<file path="src/rtl/tapcnt_pkg.sv">
package tapcnt_pkg;

  // Strobes from control to datapath, one cycle each
  typedef struct packed {
    logic cntLoad;   // load software value
    logic cntZero;   // alarm-forced reset
    logic cntInc;    // advance by one
    logic ovfSet;    // overflow event
    logic ovfClr;    // software clear request
  } tapcnt_strobe_t;

endpackage

</file>
<file path="src/rtl/tapcnt_datapath.sv">
module tapcnt_datapath
  import tapcnt_pkg::*;
#(
  parameter int PRESC_W = 32,
  parameter int CNT_W   = 32,
  parameter int SEL_W   = $clog2(PRESC_W)
) (
  input  logic                 clk,
  input  logic                 rstN,
  input  logic                 prescStep,
  input  logic                 prescClr,
  input  logic [SEL_W-1:0]     tapSel,
  input  tapcnt_strobe_t       st,
  input  logic [CNT_W-1:0]     cntWrData,
  output logic                 tapBit,
  output logic                 cntAtMax,
  output logic [CNT_W-1:0]     cntValue
);

  localparam logic [CNT_W-1:0] CNT_MAX = {CNT_W{1'b1}};

  logic [PRESC_W-1:0] presc;
  logic [CNT_W-1:0]   cnt;

  // hidden prescaler; clear beats a tick
  always_ff @(posedge clk or negedge rstN) begin
    if (!rstN)          presc <= '0;
    else if (prescClr)  presc <= '0;
    else if (prescStep) presc <= presc + PRESC_W'(1);
  end

  // tap multiplexer: one-hot compare per bit, folded with OR
  logic [PRESC_W-1:0] tapHit;
  genvar gi;
  generate
    for (gi = 0; gi < PRESC_W; gi++) begin : g_tap
      assign tapHit[gi] = presc[gi] && (tapSel == SEL_W'(gi));
    end
  endgenerate
  assign tapBit = |tapHit;

  // counter: load > zero > increment
  always_ff @(posedge clk or negedge rstN) begin
    if (!rstN)           cnt <= '0;
    else if (st.cntLoad) cnt <= cntWrData;
    else if (st.cntZero) cnt <= '0;
    else if (st.cntInc)  cnt <= cnt + CNT_W'(1);
  end

  assign cntAtMax = (cnt == CNT_MAX);
  assign cntValue = cnt;

endmodule

</file>
<file path="src/rtl/tapcnt_ctrl.sv">
module tapcnt_ctrl
  import tapcnt_pkg::*;
#(
  parameter int SEL_W = 5
) (
  input  logic             clk,
  input  logic             rstN,
  input  logic             enable,
  input  logic             modeCal,
  input  logic             alarmRstEn,
  input  logic             alarmStrobe,
  input  logic             cntWrEn,
  input  logic             ovfWrEn,
  input  logic             ovfWrData,
  input  logic [SEL_W-1:0] tapSel,
  input  logic             tapBit,
  input  logic             cntAtMax,
  output tapcnt_strobe_t   st,
  output logic             ovfFlag
);

  logic             tapPrev;
  logic [SEL_W-1:0] selPrev;
  logic             tapRise;
  logic             alarmHit;
  logic             incReq;
  logic             ovfQ;

  // edge detector; a tap change only resamples
  always_ff @(posedge clk or negedge rstN) begin
    if (!rstN) begin
      tapPrev <= 1'b0;
      selPrev <= '0;
    end else begin
      tapPrev <= tapBit;
      selPrev <= tapSel;
    end
  end

  assign tapRise  = tapBit && !tapPrev && (tapSel == selPrev);
  assign alarmHit = enable && alarmRstEn && alarmStrobe;
  assign incReq   = enable && !modeCal && tapRise;

  always_comb begin
    st         = '0;
    st.cntLoad = cntWrEn;
    st.cntZero = !cntWrEn && alarmHit;
    st.cntInc  = !cntWrEn && !alarmHit && incReq;
    st.ovfSet  = st.cntZero || (st.cntInc && cntAtMax);
    st.ovfClr  = ovfWrEn && ovfWrData;
  end

  // sticky flag; a new event wins over a clear
  always_ff @(posedge clk or negedge rstN) begin
    if (!rstN)          ovfQ <= 1'b0;
    else if (st.ovfSet) ovfQ <= 1'b1;
    else if (st.ovfClr) ovfQ <= 1'b0;
  end

  assign ovfFlag = ovfQ;

endmodule

</file>
<file path="src/rtl/tap_counter.sv">
module tap_counter
  import tapcnt_pkg::*;
#(
  parameter int PRESC_W = 32,
  parameter int CNT_W   = 32,
  parameter int SEL_W   = $clog2(PRESC_W)
) (
  input  logic             clk,
  input  logic             rstN,
  input  logic             enable,
  input  logic             tickEn,
  input  logic             prescClr,
  input  logic [SEL_W-1:0] tapSel,
  input  logic             modeCal,
  input  logic             alarmRstEn,
  input  logic             alarmStrobe,
  input  logic             cntWrEn,
  input  logic [CNT_W-1:0] cntWrData,
  input  logic             ovfWrEn,
  input  logic             ovfWrData,
  output logic [CNT_W-1:0] cntValue,
  output logic             ovfFlag
);

  tapcnt_strobe_t st;
  logic           tapBit;
  logic           cntAtMax;

  tapcnt_ctrl #(.SEL_W(SEL_W)) u_ctrl (
    .clk        (clk),
    .rstN       (rstN),
    .enable     (enable),
    .modeCal    (modeCal),
    .alarmRstEn (alarmRstEn),
    .alarmStrobe(alarmStrobe),
    .cntWrEn    (cntWrEn),
    .ovfWrEn    (ovfWrEn),
    .ovfWrData  (ovfWrData),
    .tapSel     (tapSel),
    .tapBit     (tapBit),
    .cntAtMax   (cntAtMax),
    .st         (st),
    .ovfFlag    (ovfFlag)
  );

  tapcnt_datapath #(.PRESC_W(PRESC_W), .CNT_W(CNT_W), .SEL_W(SEL_W)) u_dp (
    .clk      (clk),
    .rstN     (rstN),
    .prescStep(enable && tickEn),
    .prescClr (prescClr),
    .tapSel   (tapSel),
    .st       (st),
    .cntWrData(cntWrData),
    .tapBit   (tapBit),
    .cntAtMax (cntAtMax),
    .cntValue (cntValue)
  );

endmodule

</file>
<file path="config.mk">
export PLATFORM = sky130hd
export DESIGN_NAME = tap_counter
export DESIGN_NICKNAME = d
export VERILOG_FILES = /design/src/rtl/tapcnt_pkg.sv /design/src/rtl/tapcnt_datapath.sv /design/src/rtl/tapcnt_ctrl.sv /design/src/rtl/tap_counter.sv
export SDC_FILE = /design/constraint.sdc
export NUM_CORES = 1
export LEC_CHECK = 0
export BUFFER_PORTS_ARGS = -buffer_cell sky130_fd_sc_hd__buf_2
export CORE_AREA = 2 2 109 111
export CTS_BUF_LIST = sky130_fd_sc_hd__clkbuf_2
export DETAILED_ROUTE_END_ITERATION = 6
export DIE_AREA = 0 0 111 113
export PLACE_DENSITY = 0.61
export SKIP_LAST_GASP = 1
export SLEW_MARGIN = 5
export SYNTH_ARGS = -nofsm -noshare
export SYNTH_HDL_FRONTEND = slang
export SYNTH_SLANG_ARGS = --single-unit
</file>
<file path="constraint.sdc">
create_clock -name clk -period 3.1 [get_ports clk]
set_input_delay 0.31 -clock clk [delete_from_list [all_inputs] [get_ports clk]]
set_output_delay 0.31 -clock clk [all_outputs]
set_load 0.02 [all_outputs]
</file>
== After elaboration in Yosys (flattened, before gate mapping) ==
Cells that the tools add are included.

* Bits in registers: 71
* Bits of input ports: 48
* Word-level logic and storage cells: 101

* Add/subtract/negate cells: 2
* Eq/ne operators: 33
* Mux-type cells: 7
* Reductions and logical operators: 54

{| class="wikitable"
|+ Operators by type and width
! operator !! count
|-
| 2-to-1 mux 32 bit || 5
|-
| equality test 5 bit (second input constant) || 16
|-
| adder 32 x 1 -> 32 bit (second input constant) || 2
|-
| logical AND 1 bit || 44
|-
| equality test 5 x 4 -> 1 bit (second input constant) || 8
|-
| equality test 32 bit (second input constant) || 1
|-
| OR reduction 32 bit || 1
|-
| equality test 5 x 3 -> 1 bit (second input constant) || 4
|-
| equality test 5 x 2 -> 1 bit (second input constant) || 2
|-
| equality test 5 x 1 -> 1 bit (second input constant) || 1
|-
| equality test 5 bit || 1
|-
| logical NOT 5 bit || 1
|-
| logical NOT 1 bit || 4
|-
| nonzero test 2 bit || 2
|-
| nonzero test 3 bit || 1
|-
| 2-to-1 mux 1 bit || 2
|-
| logical OR 1 bit || 1
|}

== Longest topological paths before layout ==
* Depth in word-level cells: 10
* Depth in mapped cells: 11
* Gate-level depth less buffers: 8

== Cells and area by module ==
From an unflattened synthesis, not the netlist that was laid out.

* Cell total of the unflattened synthesis: 450
* Area total of the unflattened synthesis: 4,149.0 um^2

{| class="wikitable"
|+ Modules (own cells, without submodules)
! module !! times used !! cells each !! area an instance (um^2)
|-
| tapcnt_datapath || 1 || 426 || 3,842.4
|-
| tapcnt_ctrl || 1 || 23 || 300.3
|-
| tap_counter || 1 || 1 || 6.3
|}

== Worst setup path after synthesis ==
No wires, ideal clock.

* Path type: register -> register
* Start: register u_dp.cnt[0] (netlist: u_dp.cntValue[0])
* End: register u_dp.cnt[30] (netlist: u_dp.cntValue[30])
* Arrival: 2.156 ns
* Required time: 2.977 ns
* Setup slack: 0.821 ns
* Stages on the path, launching flop included: 9
* Buffers on the path: 0
* Clock period less this slack: 2.279 ns
* Cells stage by stage: dfrtp_1 -> ha_1 -> nand3_1 -> nor2_1 -> nand3_1 -> nor2_1 -> nand2_1 -> or2_2 -> o221a_2

* Longest elaborated chain between the ends: 4

{| class="wikitable"
|+ RTL lines
! element !! RTL line !! RTL
|-
| start: declaration || tapcnt_datapath.sv:23 || <nowiki>logic [CNT_W-1:0] cnt;</nowiki>
|-
| start signal: assignment || tapcnt_datapath.sv:45 || <nowiki>else if (st.cntLoad) cnt <= cntWrData;</nowiki>
|-
| start signal: assignment || tapcnt_datapath.sv:47 || <nowiki>else if (st.cntInc) cnt <= cnt + CNT_W'(1);</nowiki>
|-
| adder 32 x 1 -> 32 bit || tapcnt_datapath.sv:47 ||
|-
| 2-to-1 mux 32 bit || tapcnt_datapath.sv:47 ||
|-
| 2-to-1 mux 32 bit || tapcnt_datapath.sv:46 || <nowiki>else if (st.cntZero) cnt <= '0;</nowiki>
|-
| 2-to-1 mux 32 bit || tapcnt_datapath.sv:45 ||
|}

No other way between the ends. The select of a mux whose other input is x is not followed.
A chain may end at the register's enable or synchronous reset.

== Worst setup path in the final report ==
* Start: input port tapSel[1]
* End: register u_dp.cnt[14] (netlist: u_dp.cntValue[14])

* Longest elaborated chain between the ends: 8
* Elaborated cells on any way between the ends: 71

{| class="wikitable"
|+ RTL lines
! element !! RTL line !! RTL
|-
| start: declaration || tap_counter.sv:13 || <nowiki>input logic [SEL_W-1:0] tapSel,</nowiki>
|-
| equality test 5 x 1 -> 1 bit, or another cell as far along || tapcnt_datapath.sv:37 || <nowiki>assign tapHit[gi] = presc[gi] && (tapSel == SEL_W'(gi));</nowiki>
|-
| logical AND 1 bit || tapcnt_datapath.sv:37 ||
|-
| OR reduction 32 bit || tapcnt_datapath.sv:40 || <nowiki>assign tapBit = |tapHit;</nowiki>
|-
| logical AND 1 bit || tapcnt_ctrl.sv:40 || <nowiki>assign tapRise = tapBit && !tapPrev && (tapSel == selPrev);</nowiki>
|-
| logical AND 1 bit * || tapcnt_ctrl.sv:40 ||
|-
| logical AND 1 bit * || tapcnt_ctrl.sv:42 || <nowiki>assign incReq = enable && !modeCal && tapRise;</nowiki>
|-
| logical AND 1 bit * || tapcnt_ctrl.sv:48 || <nowiki>st.cntInc = !cntWrEn && !alarmHit && incReq;</nowiki>
|-
| nonzero test 3 bit (no source line) * || - ||
|}

Every way passes the cells marked *; elsewhere a longest branch is shown, timed or not.

==> impl_metrics.env <==
export IMPL_syn_area_per_cell_sq_um=8.60
export IMPL_regToRegSetupSlack_ns=0.54
export IMPL_synth_seq_cells=71
export IMPL_p_seq_frac=0.537
export IMPL_busiest_layer="met2"
export IMPL_r2r_cells=8
export IMPL_p_per_area_nw_per_um2=365
export IMPL_cts_resized=0
export IMPL_clk_latency_ns=0.55
export IMPL_hpwlAfterDp_um=8580
export IMPL_die_h_um=113
export IMPL_io_buffers=80
export IMPL_ant_nets=0
export IMPL_fin_nets=657
export IMPL_fp_dieArea_sq_um=12500
export IMPL_sw_frac_of_total=0.322
export IMPL_htreeDepth=3
export IMPL_clockBufferDepth=2
export IMPL_slowest_stage="dlygate4sd3_1"
export IMPL_crit_chain="dlygate4sd3_1 -> buf_2 -> nor2b_1 -> a22oi_1 -> o22ai_1 -> nand4b_1 -> nand3_2 -> o41ai_1 -> a22oi_1"
export IMPL_overflow=0
export IMPL_post_route_drc_count=0
export IMPL_post_cts_buffers=0
export IMPL_power_frac_comb=0.192
export IMPL_worst_ep_arrival_time_ns=3.09
export IMPL_synth_top_area_share=0.403
export IMPL_finalCritPeriodShare=0.855
export IMPL_async_reset_ff_frac=1.00
export IMPL_syn_to_final_growth_pct=19.2
export IMPL_synth_edff_count=0
export IMPL_fp_dieW_um=111
export IMPL_netlist_area_sq_um=4410
export IMPL_ioPinCount=81
export IMPL_cts_tree="yes"
export IMPL_clock_fmax_mhz=377
export IMPL_hold_path_class="input port to flop"
export IMPL_grt_usage=0.197
export IMPL_routed_via_count=4316
export IMPL_min_from="ovfWrData"
export IMPL_total_leakage_power_uw=0.00241
export IMPL_use_met1=0.263
export IMPL_drt_initial_drc_count=317
export IMPL_clkTransAtPathRegs_ns=0.22
export IMPL_finalHoldViolCount=0
export IMPL_dp_slack_ns=0.305
export IMPL_viasPerCell=5.72
export IMPL_relSlewSlack=0.300
export IMPL_crit_path_max_fanout=24
export IMPL_globalRouteMet2Util=0.326
export IMPL_min_period_ns=2.65
export IMPL_tightest_slew_ns=1.05
export IMPL_crit_top_cell="a22oi_1"
export IMPL_core_area_sq_um=11300
export IMPL_wl_per_cell_um=16.3
export IMPL_synth_distinct_cells=60
export IMPL_diodes=0
export IMPL_drv_cap=0
export IMPL_clock_root_buffer="clkbuf_2"
export IMPL_regToRegStartpoint="u_dp.cntValue[0]$_DFFE_PN0P_"
export IMPL_postSynthCellCount=513
export IMPL_hold_buffers=24
export IMPL_rsz0062_at_grt="no"
export IMPL_cts_buffers_inserted=9
export IMPL_worst_setup_path_end_kind="flop"
export IMPL_status="complete, no violations"
export IMPL_synth_largest_area_cell="dfrtp_1"
export IMPL_grt_max_degree=44
export IMPL_cts_sinks=71
export IMPL_crit_family="simple AND/OR/NAND/NOR gates"
export IMPL_crit_buf_inv=2
export IMPL_whs_path_depth=4
export IMPL_max_vdd_ir_drop_mv=0.195
export IMPL_synth_ff_type="dfrtp_1"
export IMPL_start_kind="input port"
export IMPL_syn_nets=563
export IMPL_switchingPower_uw=618
export IMPL_path_class="input port to flop"
export IMPL_met3_usage=0.0423
export IMPL_row_count=39
export IMPL_antenna_found_initial=0
export IMPL_p_clk_frac=0.271
export IMPL_worst_slack_ns=0.450
export IMPL_cp_required_ns=3.54
export IMPL_start_util=0.391
export IMPL_min_to="u_ctrl.ovfFlag$_DFFE_PN0P_"
export IMPL_gp_congestion=0.806
export IMPL_finClkSkew_ns=0.0410
export IMPL_ys_seq_area_frac=0.403
export IMPL_grt_pass1_vias=4054
export IMPL_dr_pass1_iters=6
export IMPL_finalWirelength_um=12300
export IMPL_max_stage_delay_ns=0.52
export IMPL_finalSetupViolCount=0
export IMPL_internal_power_uw=1300
export IMPL_grt_first_pass_wirelength_um=20300
export IMPL_r2r_end="u_dp.cntValue[22]$_DFFE_PN0P_"
export IMPL_tns_ns=0
export IMPL_synth_area_leaders="dfrtp_1, xor2_1, nand2_1"
export IMPL_drive_above_1_share=0.185
export IMPL_drv_slew=0
export IMPL_yosysWarnings=0
## Yosys cell counts (12+ instances only)
cell and count:
dfrtp_1 71, nand2_1 56, nor2_1 50, nand3_1 37, xor2_1 26, and3_1 25
a21oi_1 22, nand4_1 20, nor3_1 18, clkbuf_1 17, o21ai_0 16, inv_1 14
xnor2_1 12
## area by class of cell
cell class	count	area (sq um)
multi-input cells	397	2420
repair buffers	114	728
clock inverters	6	51.3
clock buffers	10	50.0
fillers	1140	6010
flip-flops and latches	71	1780
inverters	14	52.6
well taps	143	179
## routing by layer
layer | vias up | routed length [um]
met5 | - | 0
met4 | 0 | 235
met3 | 21 | 730
met2 | 178 | 5810
met1 | 2066 | 5530
li1 | 2051 | -
## tightest hold or removal path, stage by stage
cell	delay (ns)
buf_2	0.10
nand2_1	0.04
a21oi_1	0.06
o41ai_1	0.05
## kinds of logic after synthesis
kind of cell,after synthesis,share of synthesized area
AND/OR/NAND/NOR,253,0.298
AO/OA/AOI/OAI,96,0.150
flip-flops,71,0.403
buffers and inverters,45,0.0488
XOR/XNOR,38,0.0754
multiplexers,8,0.0196
adder cells (fa/ha/maj),2,0.00567
## registers in the layout, summed over array words and instances, names as in the netlist
register        count
u_ctrl.ovfFlag      1
u_dp.cntValue      32
u_dp.presc         32
u_ctrl.tapPrev      1
u_ctrl.selPrev      5
## how the worst max path moves through the flow
stage          cells past startpoint  slack (ns)                          from                             to
2_1_floorplan                      8        0.82  u_dp.cntValue[0]$_DFFE_PN0P_  u_dp.cntValue[30]$_DFFE_PN0P_
3_3_place_gp                       8        0.41                     tapSel[0]   u_dp.cntValue[6]$_DFFE_PN0P_
3_5_place_dp                       8        0.30                     tapSel[0]   u_dp.cntValue[6]$_DFFE_PN0P_
4_1_cts                            9        0.48                     tapSel[1]  u_dp.cntValue[14]$_DFFE_PN0P_
5_1_grt                            9        0.25                     tapSel[1]  u_dp.cntValue[14]$_DFFE_PN0P_
6_report                           9        0.45                     tapSel[1]  u_dp.cntValue[14]$_DFFE_PN0P_
## per-stage QoR
stage	total power, uW	area [sq um]	util	hold WS [ns]	instances
2_1_floorplan	1240	4410	-	0.0144	513
3_3_place_gp	1380	4920	0.436	0.498	715
3_5_place_dp	1390	4920	0.436	0.492	715
4_1_cts	1930	5260	0.466	0.00425	755
5_1_grt	2020	5260	0.466	0.0114	755
6_report	1920	5260	0.466	0.0224	755
## placed cells by master, fill, tap and decap left out, types with 6 or more instances in the layout
cell type       n
buf_2          80
dfrtp_1        71
nand2_1        56
nor2_1         50
nand3_1        37
xor2_1         26
and3_1         25
dlygate4sd3_1  24
a21oi_1        22
nand4_1        20
nor3_1         18
o21ai_0        16
inv_1          14
xnor2_1        12
clkbuf_2       10
buf_4           9
a22oi_1         8
and2_1          7
mux2i_1         6
a211oi_1        6
and4_1          6
## power by group through the flow
stage / Combinational, uW / Clock (uW) / Sequential [uW]
floorplan: 161 / 0 / 1080
global placement: 339 / 0 / 1040
detailed placement: 345 / 0 / 1050
CTS: 369 / 537 / 1030
global route: 405 / 575 / 1040
finish: 368 / 519 / 1030
(Power assumes the default switching activity.)
